### src/rtl/agu_pkg.sv
package agu_pkg;
  typedef enum logic [2:0] {
    UPD_NONE = 3'd0,
    UPD_INC  = 3'd1,
    UPD_DEC  = 3'd2,
    UPD_ADD  = 3'd3,
    UPD_SUB  = 3'd4
  } upd_e;

  typedef enum logic [1:0] {
    WK_PTR  = 2'd0,
    WK_OFF  = 2'd1,
    WK_MOD  = 2'd2,
    WK_NONE = 2'd3
  } wr_kind_e;
endpackage

### src/rtl/agu_step.sv
module agu_step #(
  parameter int AW = 16
) (
  input  logic [AW-1:0] ptr_i,
  input  logic [AW-1:0] step_i,
  input  logic          sub_i,
  input  logic [AW-1:0] mod_i,
  output logic [AW-1:0] nxt_o
);
  function automatic logic [AW-1:0] rev(input logic [AW-1:0] v);
    for (int i = 0; i < AW; i++) rev[i] = v[AW-1-i];
  endfunction

  logic          is_rev, is_mod;
  logic [AW-1:0] mask, off, lin, brv, modv;
  logic [AW:0]   len, tmp;

  assign is_rev = (mod_i == '0);
  assign is_mod = !is_rev && !mod_i[AW-1];

  always_comb begin
    mask = mod_i;
    for (int sh = 1; sh < AW; sh = sh * 2) mask = mask | (mask >> sh);
  end

  assign off = ptr_i & mask;
  assign len = {1'b0, mod_i} + 1'b1;
  assign lin = sub_i ? ptr_i - step_i : ptr_i + step_i;
  assign brv = sub_i ? rev(rev(ptr_i) - rev(step_i)) : rev(rev(ptr_i) + rev(step_i));

  always_comb begin
    if (sub_i) tmp = (off >= step_i) ? {1'b0, off - step_i} : {1'b0, off} + len - {1'b0, step_i};
    else begin
      tmp = {1'b0, off} + {1'b0, step_i};
      if (tmp > {1'b0, mod_i}) tmp = tmp - len;
    end
    modv = (ptr_i & ~mask) | (tmp[AW-1:0] & mask);
  end

  assign nxt_o = is_rev ? brv : (is_mod ? modv : lin);

  // result must stay inside [base, base+M] for legal operands
  always_comb begin
    if (is_mod && off <= mod_i && step_i <= mod_i) begin
      assert_mod_window_R5: assert (((nxt_o & ~mask) == (ptr_i & ~mask)) && ((nxt_o & mask) <= mod_i));
    end
  end
endmodule

### src/rtl/agu_regs.sv
module agu_regs
  import agu_pkg::*;
#(
  parameter int AW = 16,
  parameter int NP = 4,
  localparam int IW = $clog2(NP)
) (
  input  logic                   clk_i,
  input  logic                   rst_ni,
  input  logic                   upd_en_i,
  input  logic [IW-1:0]          upd_idx_i,
  input  logic [AW-1:0]          upd_val_i,
  input  logic                   wr_en_i,
  input  logic [1:0]             wr_kind_i,
  input  logic [IW-1:0]          wr_idx_i,
  input  logic [AW-1:0]          wr_data_i,
  output logic [NP-1:0][AW-1:0]  ptr_o,
  output logic [NP-1:0][AW-1:0]  off_o,
  output logic [NP-1:0][AW-1:0]  mod_o
);
  for (genvar g = 0; g < NP; g++) begin : g_ent
    logic hit;
    assign hit = wr_en_i && (wr_idx_i == IW'(g));

    always_ff @(posedge clk_i or negedge rst_ni) begin
      if (!rst_ni) begin
        ptr_o[g] <= '0;
        off_o[g] <= '0;
        mod_o[g] <= '1;
      end else begin
        // a pointer write overrides an update in the same cycle
        if (hit && wr_kind_i == WK_PTR)             ptr_o[g] <= wr_data_i;
        else if (upd_en_i && upd_idx_i == IW'(g))   ptr_o[g] <= upd_val_i;
        if (hit && wr_kind_i == WK_OFF)             off_o[g] <= wr_data_i;
        if (hit && wr_kind_i == WK_MOD)             mod_o[g] <= wr_data_i;
      end
    end
  end
endmodule

### src/rtl/addr_gen_unit.sv
module addr_gen_unit
  import agu_pkg::*;
#(
  parameter int AW = 16,
  parameter int NP = 4,
  localparam int IW = $clog2(NP)
) (
  input  logic          clk_i,
  input  logic          rst_ni,
  input  logic [IW-1:0] ptr_sel_i,
  input  logic [2:0]    upd_i,
  input  logic          wr_en_i,
  input  logic [1:0]    wr_kind_i,
  input  logic [IW-1:0] wr_idx_i,
  input  logic [AW-1:0] wr_data_i,
  output logic [AW-1:0] addr_o
);
  logic [NP-1:0][AW-1:0] ptr_q, off_q, mod_q;
  logic [AW-1:0]         step, nxt;
  logic                  upd_en, sub;
  upd_e                  upd;

  assign upd    = upd_e'(upd_i);
  assign upd_en = (upd == UPD_INC) || (upd == UPD_DEC) || (upd == UPD_ADD) || (upd == UPD_SUB);
  assign sub    = (upd == UPD_DEC) || (upd == UPD_SUB);
  assign step   = ((upd == UPD_INC) || (upd == UPD_DEC)) ? AW'(1) : off_q[ptr_sel_i];
  assign addr_o = ptr_q[ptr_sel_i];

  agu_step #(.AW(AW)) u_step (
    .ptr_i  (ptr_q[ptr_sel_i]),
    .step_i (step),
    .sub_i  (sub),
    .mod_i  (mod_q[ptr_sel_i]),
    .nxt_o  (nxt)
  );

  agu_regs #(.AW(AW), .NP(NP)) u_regs (
    .clk_i     (clk_i),
    .rst_ni    (rst_ni),
    .upd_en_i  (upd_en),
    .upd_idx_i (ptr_sel_i),
    .upd_val_i (nxt),
    .wr_en_i   (wr_en_i),
    .wr_kind_i (wr_kind_i),
    .wr_idx_i  (wr_idx_i),
    .wr_data_i (wr_data_i),
    .ptr_o     (ptr_q),
    .off_o     (off_q),
    .mod_o     (mod_q)
  );

  assert_wr_wins_R8: assert property (@(posedge clk_i) disable iff (!rst_ni)
    (wr_en_i && wr_kind_i == 2'd0) |=> ptr_q[$past(wr_idx_i)] == $past(wr_data_i));

  assert_idle_hold_R3: assert property (@(posedge clk_i) disable iff (!rst_ni)
    (!wr_en_i && (upd_i == 3'd0 || upd_i > 3'd4)) |=> $stable(ptr_q));

  assert_lin_inc_R4: assert property (@(posedge clk_i) disable iff (!rst_ni)
    (!wr_en_i && upd_i == 3'd1 && mod_q[ptr_sel_i] == '1) |=>
      ptr_q[$past(ptr_sel_i)] == AW'($past(addr_o) + 1'b1));

  assert_mod_wr_R7: assert property (@(posedge clk_i) disable iff (!rst_ni)
    (wr_en_i && wr_kind_i == 2'd2) |=> mod_q[$past(wr_idx_i)] == $past(wr_data_i));
endmodule

### config.mk
export PLATFORM = sky130hd
export DESIGN_NAME = addr_gen_unit
export DESIGN_NICKNAME = d
export VERILOG_FILES = /design/src/rtl/agu_pkg.sv /design/src/rtl/agu_step.sv /design/src/rtl/agu_regs.sv /design/src/rtl/addr_gen_unit.sv
export SDC_FILE = /design/constraint.sdc
export NUM_CORES = 1
export LEC_CHECK = 0
export CELL_PAD_IN_SITES_DETAIL_PLACEMENT = 2
export CELL_PAD_IN_SITES_GLOBAL_PLACEMENT = 2
export CORE_MARGIN = 2
export CORE_UTILIZATION = 48
export CTS_BUF_LIST = sky130_fd_sc_hd__clkbuf_4
export DETAILED_ROUTE_END_ITERATION = 12
export DONT_BUFFER_PORTS = 1
export HOLD_SLACK_MARGIN = 0.08
export PLACE_DENSITY = 0.95
export RECOVER_POWER = 100
export SETUP_SLACK_MARGIN = 0.1
export SLEW_MARGIN = 20
export SYNTH_ARGS = -nofsm -noshare
export SYNTH_HDL_FRONTEND = slang
export SYNTH_HIERARCHICAL = 1
export SYNTH_SLANG_ARGS = --single-unit
export TNS_END_PERCENT = 1
### constraint.sdc
create_clock -name clk_i -period 14.8 [get_ports clk_i]
set_input_delay 3.7 -clock clk_i [delete_from_list [all_inputs] [get_ports clk_i]]
set_output_delay 3.7 -clock clk_i [all_outputs]
set_load 0.03 [all_outputs]
### Yosys cells after proc, flatten, opt, wreduce, memory -nomap -nowiden

Index checks and enable logic that the tools add are counted.

* input bits: 28
* flip-flop bits (word level): 192

* mux-type cells: 22
* bitwise gates (word level): 9
* equality and inequality tests: 12
* order comparisons: 3
* reduce and logical (&&, ||, !) cells: 35
* $add $sub $neg: 10

Operators with widths (number)
* $mux W16: 19
* $bmux W16 S2: 3
* $sub A16 B16 Y16: 5
* $add A16 B16 Y16: 3
* $and A16 B16 Y16: 3
* $logic_and A1 B1 Y1: 21
* $add A16 B16 Y17: 1
* $gt A17 B16 Y1: 1
* $add A16 B1 Y16 const B: 1
* $ge A16 B16 Y1: 1
* $logic_not A16 Y1: 1
* $not A16 Y16: 1
* $or A16 B12 Y16: 1
* $or A16 B14 Y16: 1
* $or A16 B15 Y16: 1
* $or A16 B16 Y16: 1
* $or A16 B8 Y16: 1
* $eq A2 B2 Y1 const B: 5
* $reduce_bool A2 Y1: 4
* $eq A2 B1 Y1 const B: 3
* $eq A3 B2 Y1 const B: 2
* $logic_not A2 Y1: 3
* $logic_or A1 B1 Y1: 4
* $eq A3 B1 Y1 const B: 1
* other kinds (3): 4

### Longest topological paths before layout

Gate-level depths: netlist of the first run.

* word-level depth: 17
* gate-level depth with buffers: 34

### Hierarchy

Netlist of the first run, hierarchy kept.

By module, submodules not included
* agu_regs: times used 1, area each 8124.0 um^2, cells an instance 507, sequential area each 4884.7 um^2
* agu_step: times used 1, area each 7483.4 um^2, cells an instance 1072, sequential area each 0.0 um^2
* addr_gen_unit: times used 1, area each 1342.5 um^2, cells an instance 82, sequential area each 0.0 um^2

### Worst setup path after synthesis of the first run

No wires, ideal clock.

* kind: input-to-reg
* from: in ptr_sel_i[0]
* to: reg u_regs/ptr_o[11] in the netlist's numbering
* cell stages on the path: 33
* arrival time: 11.178 ns
* setup slack: 3.497 ns
* cell sequence: buf_6 buf_8 mux4_2 or4_1 buf_2 or4_4 buf_2 nor3_1 and2_1 clkbuf_1 clkbuf_1 nor2_1 ha_1 inv_1 fa_1 maj3_1 o31ai_1 maj3_1 xnor2_1 ha_1 a21o_1 a21o_1 a21oi_1 o2111ai_1 a31o_2 a211oi_1 o21ai_1 buf_2 a21oi_1 a21bo_2 a31o_2 mux2_2 mux2_2

* word-level cells in the longest chain between the ends: 17
* elaborated cells between the ends (all ways): 44
* those cells by class: add/sub: 10; order compare: 2; mux: 16; bitwise: 9; reduce/logical: 7

RTL lines
* from (decl): line addr_gen_unit.sv:10 `input logic [IW-1:0] ptr_sel_i,`
* branches (longest 14 deep; another with $add A16 B1 Y16)
* $mux W16 (*): line agu_step.sv:40 `assign nxt_o = is_rev ? brv : (is_mod ? modv : lin);`
* net nxt[11]: line addr_gen_unit.sv:19 `logic [AW-1:0] step, nxt;`
* $mux W16 (*): line agu_regs.sv:33 `else if (upd_en_i && upd_idx_i == IW'(g)) ptr_o[g] <= upd_val_i;`
* $mux W16 (*): line agu_regs.sv:32 `if (hit && wr_kind_i == WK_PTR) ptr_o[g] <= wr_data_i;`
* to (signal, indexed assignment): line agu_regs.sv:32
* to (signal, indexed assignment): line agu_regs.sv:33
* to (decl): line agu_regs.sv:17 `output logic [NP-1:0][AW-1:0] ptr_o,`

Mark *: on every way through the listed nets, which the timed path passes. The select of a mux whose other input is x is not followed.
A chain may end at the register's enable or synchronous reset.

### Worst setup path after layout of the first run

* from: in ptr_sel_i[0]
* to: reg u_regs/ptr_o[42] in the netlist's numbering

The elaborated chain is that of the path after synthesis.

==> impl_metrics.csv, run 1 <==
group,metric,value,unit
synthesis,synth_xor_area_frac,0.0537,
worst_setup_path,cp-start-kind,"input pin",
outcome,violations,"max-capacitance violations, max-slew violations",
timing,finClkSkew,0.0310,ns
clock_network,cts.sinks,192,
timing,finalCritPeriodShare,0.925,
worst_setup_path,required,15.32,ns
routing,num_vias,15100,
global_routing,grt.total_usage,0.439,
clock_network,ctsResizeCount,0,
synthesis,synth_edf_count,0,
routing,drt_wl_total,79600,microns
clock_network,cts-root-buf,"clkbuf_4",
min_path,hold_class,"reg -> reg",
routing,viasPerCell,7.26,
global_routing,grt_pass1_wl,115000,microns
global_routing,grt_max_degree,193,
clock_network,cts_setup_buffers,0,
synthesis,yosysSeqAreaShare,0.288,
final_layout,final_cell_mix,"mux2_2 (189), dfrtp_1 (128), ha_1 (122), inv_1 (95), nor2_1 (93)",
timing,rsz0062_at_grt,"false",
routing,routedWlPerCell,38.3,microns
worst_setup_path,path_max_fanout,52,
routing,first_pass_iters,5,
floorplanning,rows,68,
routing,antenna_left,0,
min_path,min_path_cells,1,
timing,setup_viol,0,
timing,drv_slew,120,
timing,fin_crit,13.70,ns
worst_setup_path,cp-end-kind,"register",
final_layout,fillerInstances,3536,
final_layout,nets,1777,
worst_setup_path,crit_top_cell,"o21ai_0",
floorplanning,die_area,36800,sq um
timing,relSlewSlack,-0.507,
worst_setup_path,worstPathArrival,14.22,ns
synthesis,syn_area,17000,sq um
placed_design,dpl_cell_area,17200,sq um
worst_setup_path,r2r_cells,26,
final_layout,drive_gt1_frac,0.236,
synthesis,yosysWarnings,6,
worst_setup_path,slowest_stage,"and2_0",
synthesis,synth_fa_ha_area_frac,0.114,
clock_network,cts_buffer_depth,2,
floorplanning,ios,44,
clock_network,cts_made_buffers,17,
routing,route.detailed.drc,0,
synthesis,synth_flop_cell,"dfrtp_1",
final_layout,final_common_cell,"mux2_2",
placed_design,gp_congestion,0.988,
clock_network,insertion_delay,0.64,ns
clock_network,cts_tree,"built",
routing,first_iter_violations,1375,
timing,tns,0,ns
final_layout,areaGrowthSynthToFinish,3.49,%
floorplanning,core-area,34600,sq um
job,drv_cap,8,
floorplanning,die_w,192,microns
synthesis,synthMuxAreaShare,0.252,
synthesis,syn_area_per_cell,10.2,sq um
synthesis,synthArstFlopShare,1.00,
clock_network,h-tree-depth,4,
clock_network,clk_pin_slew,0.16,ns
global_routing,gr-total-overflow,0,
global_routing,antenna_found_initial,2,
outcome,status,"finished with violations",
timing,hold_viol,0,
synthesis,synth_seq_cells,192,
floorplanning,fp.dieH,192,microns
global_routing,grt_pass1_vias,16400,
worst_setup_path,cpPeakStageDelay,1.18,ns
synthesis,syn_inst,1661,
timing,fmax,73.0,MHz
placed_design,port_buffers,0,
floorplanning,start_util,0.489,
worst_setup_path,critPathKind,"in -> reg",
synthesis,ys_types,93,
synthesis,synth_compound_area_frac,0.131,
clock_network,postCtsHoldBufs,0,
synthesis,synth_top_family_by_area,"multiplexers",
final_layout,final_area,17500,sq um
synthesis,synth.net_count,1827,
synthesis,synth-simple-area-share,0.112,
timing,worst_pin_slew,2.25,ns
placed_design,dpl.hpwl,55200,microns
[synth_stat cells, drive strengths merged (19+ instances only)]
cell / instances / share of area
dfrtp: 128 / 0.19
ha: 122 / 0.090
mux4: 48 / 0.064
nand2b: 19 / 0.0070
mux2: 260 / 0.17
nand3: 31 / 0.0094
a21oi: 85 / 0.025
mux2i: 26 / 0.015
nor3: 44 / 0.013
clkbuf: 53 / 0.012
o21ai: 58 / 0.017
dfstp: 64 / 0.099
xor2: 26 / 0.013
nand2: 64 / 0.014
a21boi: 21 / 0.0093
a21o: 24 / 0.011
inv: 95 / 0.021
xnor2: 77 / 0.040
buf: 36 / 0.015
nor2b: 20 / 0.0074
or3: 19 / 0.0070
a31oi: 23 / 0.0094
nor2: 94 / 0.022
[through the flow]
step / worst slack (ns) / hold WS, ns / utilization / cells
after global routing: 0.894 / 0.553 / 0.507 / 2080
after CTS: 1.95 / 0.534 / 0.507 / 2079
after floorplan: 3.50 / 0.471 / - / 1661
after detailed placement: 1.67 / 0.501 / 0.497 / 2047
final: 1.10 / 0.531 / 0.507 / 2080
after global placement: 2.47 / 0.480 / 0.497 / 2047
[cell type report]
| class | count | area (sq um) | share of cell area |
|---|---|---|---|
| Clock inverter | 13 | 184 | 0.0105 |
| Antenna cell | 1 | 2.50 | 0.000143 |
| Tap cell | 455 | 569 | 0.0325 |
| Clock buffer | 19 | 143 | 0.00813 |
| Sequential cell | 192 | 4880 | 0.278 |
| Timing Repair Buffer | 20 | 146 | 0.00835 |
| Inverter | 99 | 373 | 0.0213 |
| Multi-Input combinational cell | 1281 | 11200 | 0.641 |
[sequential cells by signal, indices dropped and copies added (netlist names)]
signal	flops
u_regs/mod_o	64
u_regs/off_o	64
u_regs/ptr_o	64
[metal layers]
metal,part of all wire,vias up,wire length [microns],global-route usage
li1,-,5972,-,-
met1,0.36,7723,28500,0.494
met2,0.47,975,37600,0.735
met3,0.079,437,6250,0.0899
met4,0.090,4,7190,0.328
met5,0.00034,-,27,0
[logic make-up (layout without fill, tap and decap cells)]
kind of cell,count (synthesis),after routing
and+or+nand+nor,370,370
muxes,334,334
AOI/OAI and AO/OA,328,328
DFF,192,192
buffers and inverters,188,151
adders and majority gates,146,146
xor gates and xnor gates,103,103
other,0,1
[worst paths after layout]
| check | startpoint | to | slack, ns |
|---|---|---|---|
| worst max-delay path | ptr_sel_i[0] | u_regs/ptr_o[42] | 1.10 |
| worst min-delay path | u_regs/off_o[43] | u_regs/off_o[43] | 0.53 |
| worst max register to register | u_regs/mod_o[63] | u_regs/ptr_o[42] | 3.77 |
| worst min register to register | u_regs/off_o[43] | u_regs/off_o[43] | 0.53 |
| max in group asynchronous | rst_ni | u_regs/mod_o[20] | 11.79 |
| min in group asynchronous | rst_ni | u_regs/off_o[25] | 2.73 |
[critical path, delay by kind of cell]
family,cells,cell delay [ns]
xor gates and xnor gates,1,0.22
adders and majority gates,2,0.63
and+or+nand+nor,7,3.78
muxes,4,2.16
AOI/OAI and AO/OA,12,3.68
Power of run 1 is not shown: default switching activity piles up to over one toggle a cycle in this logic, so the estimate is an artifact.
==> run 2, diff against run 1 <==
--- a/config.mk
+++ b/config.mk
@@ -5,6 +5,7 @@
 export SDC_FILE = /design/constraint.sdc
 export NUM_CORES = 1
 export LEC_CHECK = 0
+export ABC_CLOCK_PERIOD_IN_PS = 14800
 export CELL_PAD_IN_SITES_DETAIL_PLACEMENT = 2
 export CELL_PAD_IN_SITES_GLOBAL_PLACEMENT = 2
 export CORE_MARGIN = 2
==> results of run 2 <==
No change in the layout: final DEF, timing and power equal those of run 1.
Power of run 2 is left out for the same reason.
==> run 3, diff against run 2 <==
--- a/config.mk
+++ b/config.mk
@@ -22,4 +22,4 @@
 export SYNTH_HDL_FRONTEND = slang
 export SYNTH_HIERARCHICAL = 1
 export SYNTH_SLANG_ARGS = --single-unit
-export TNS_END_PERCENT = 1
+export TNS_END_PERCENT = 10
==> results of run 3 <==
No change in the layout: final DEF, timing and power equal those of run 1.
Power of run 3 is left out for the same reason.
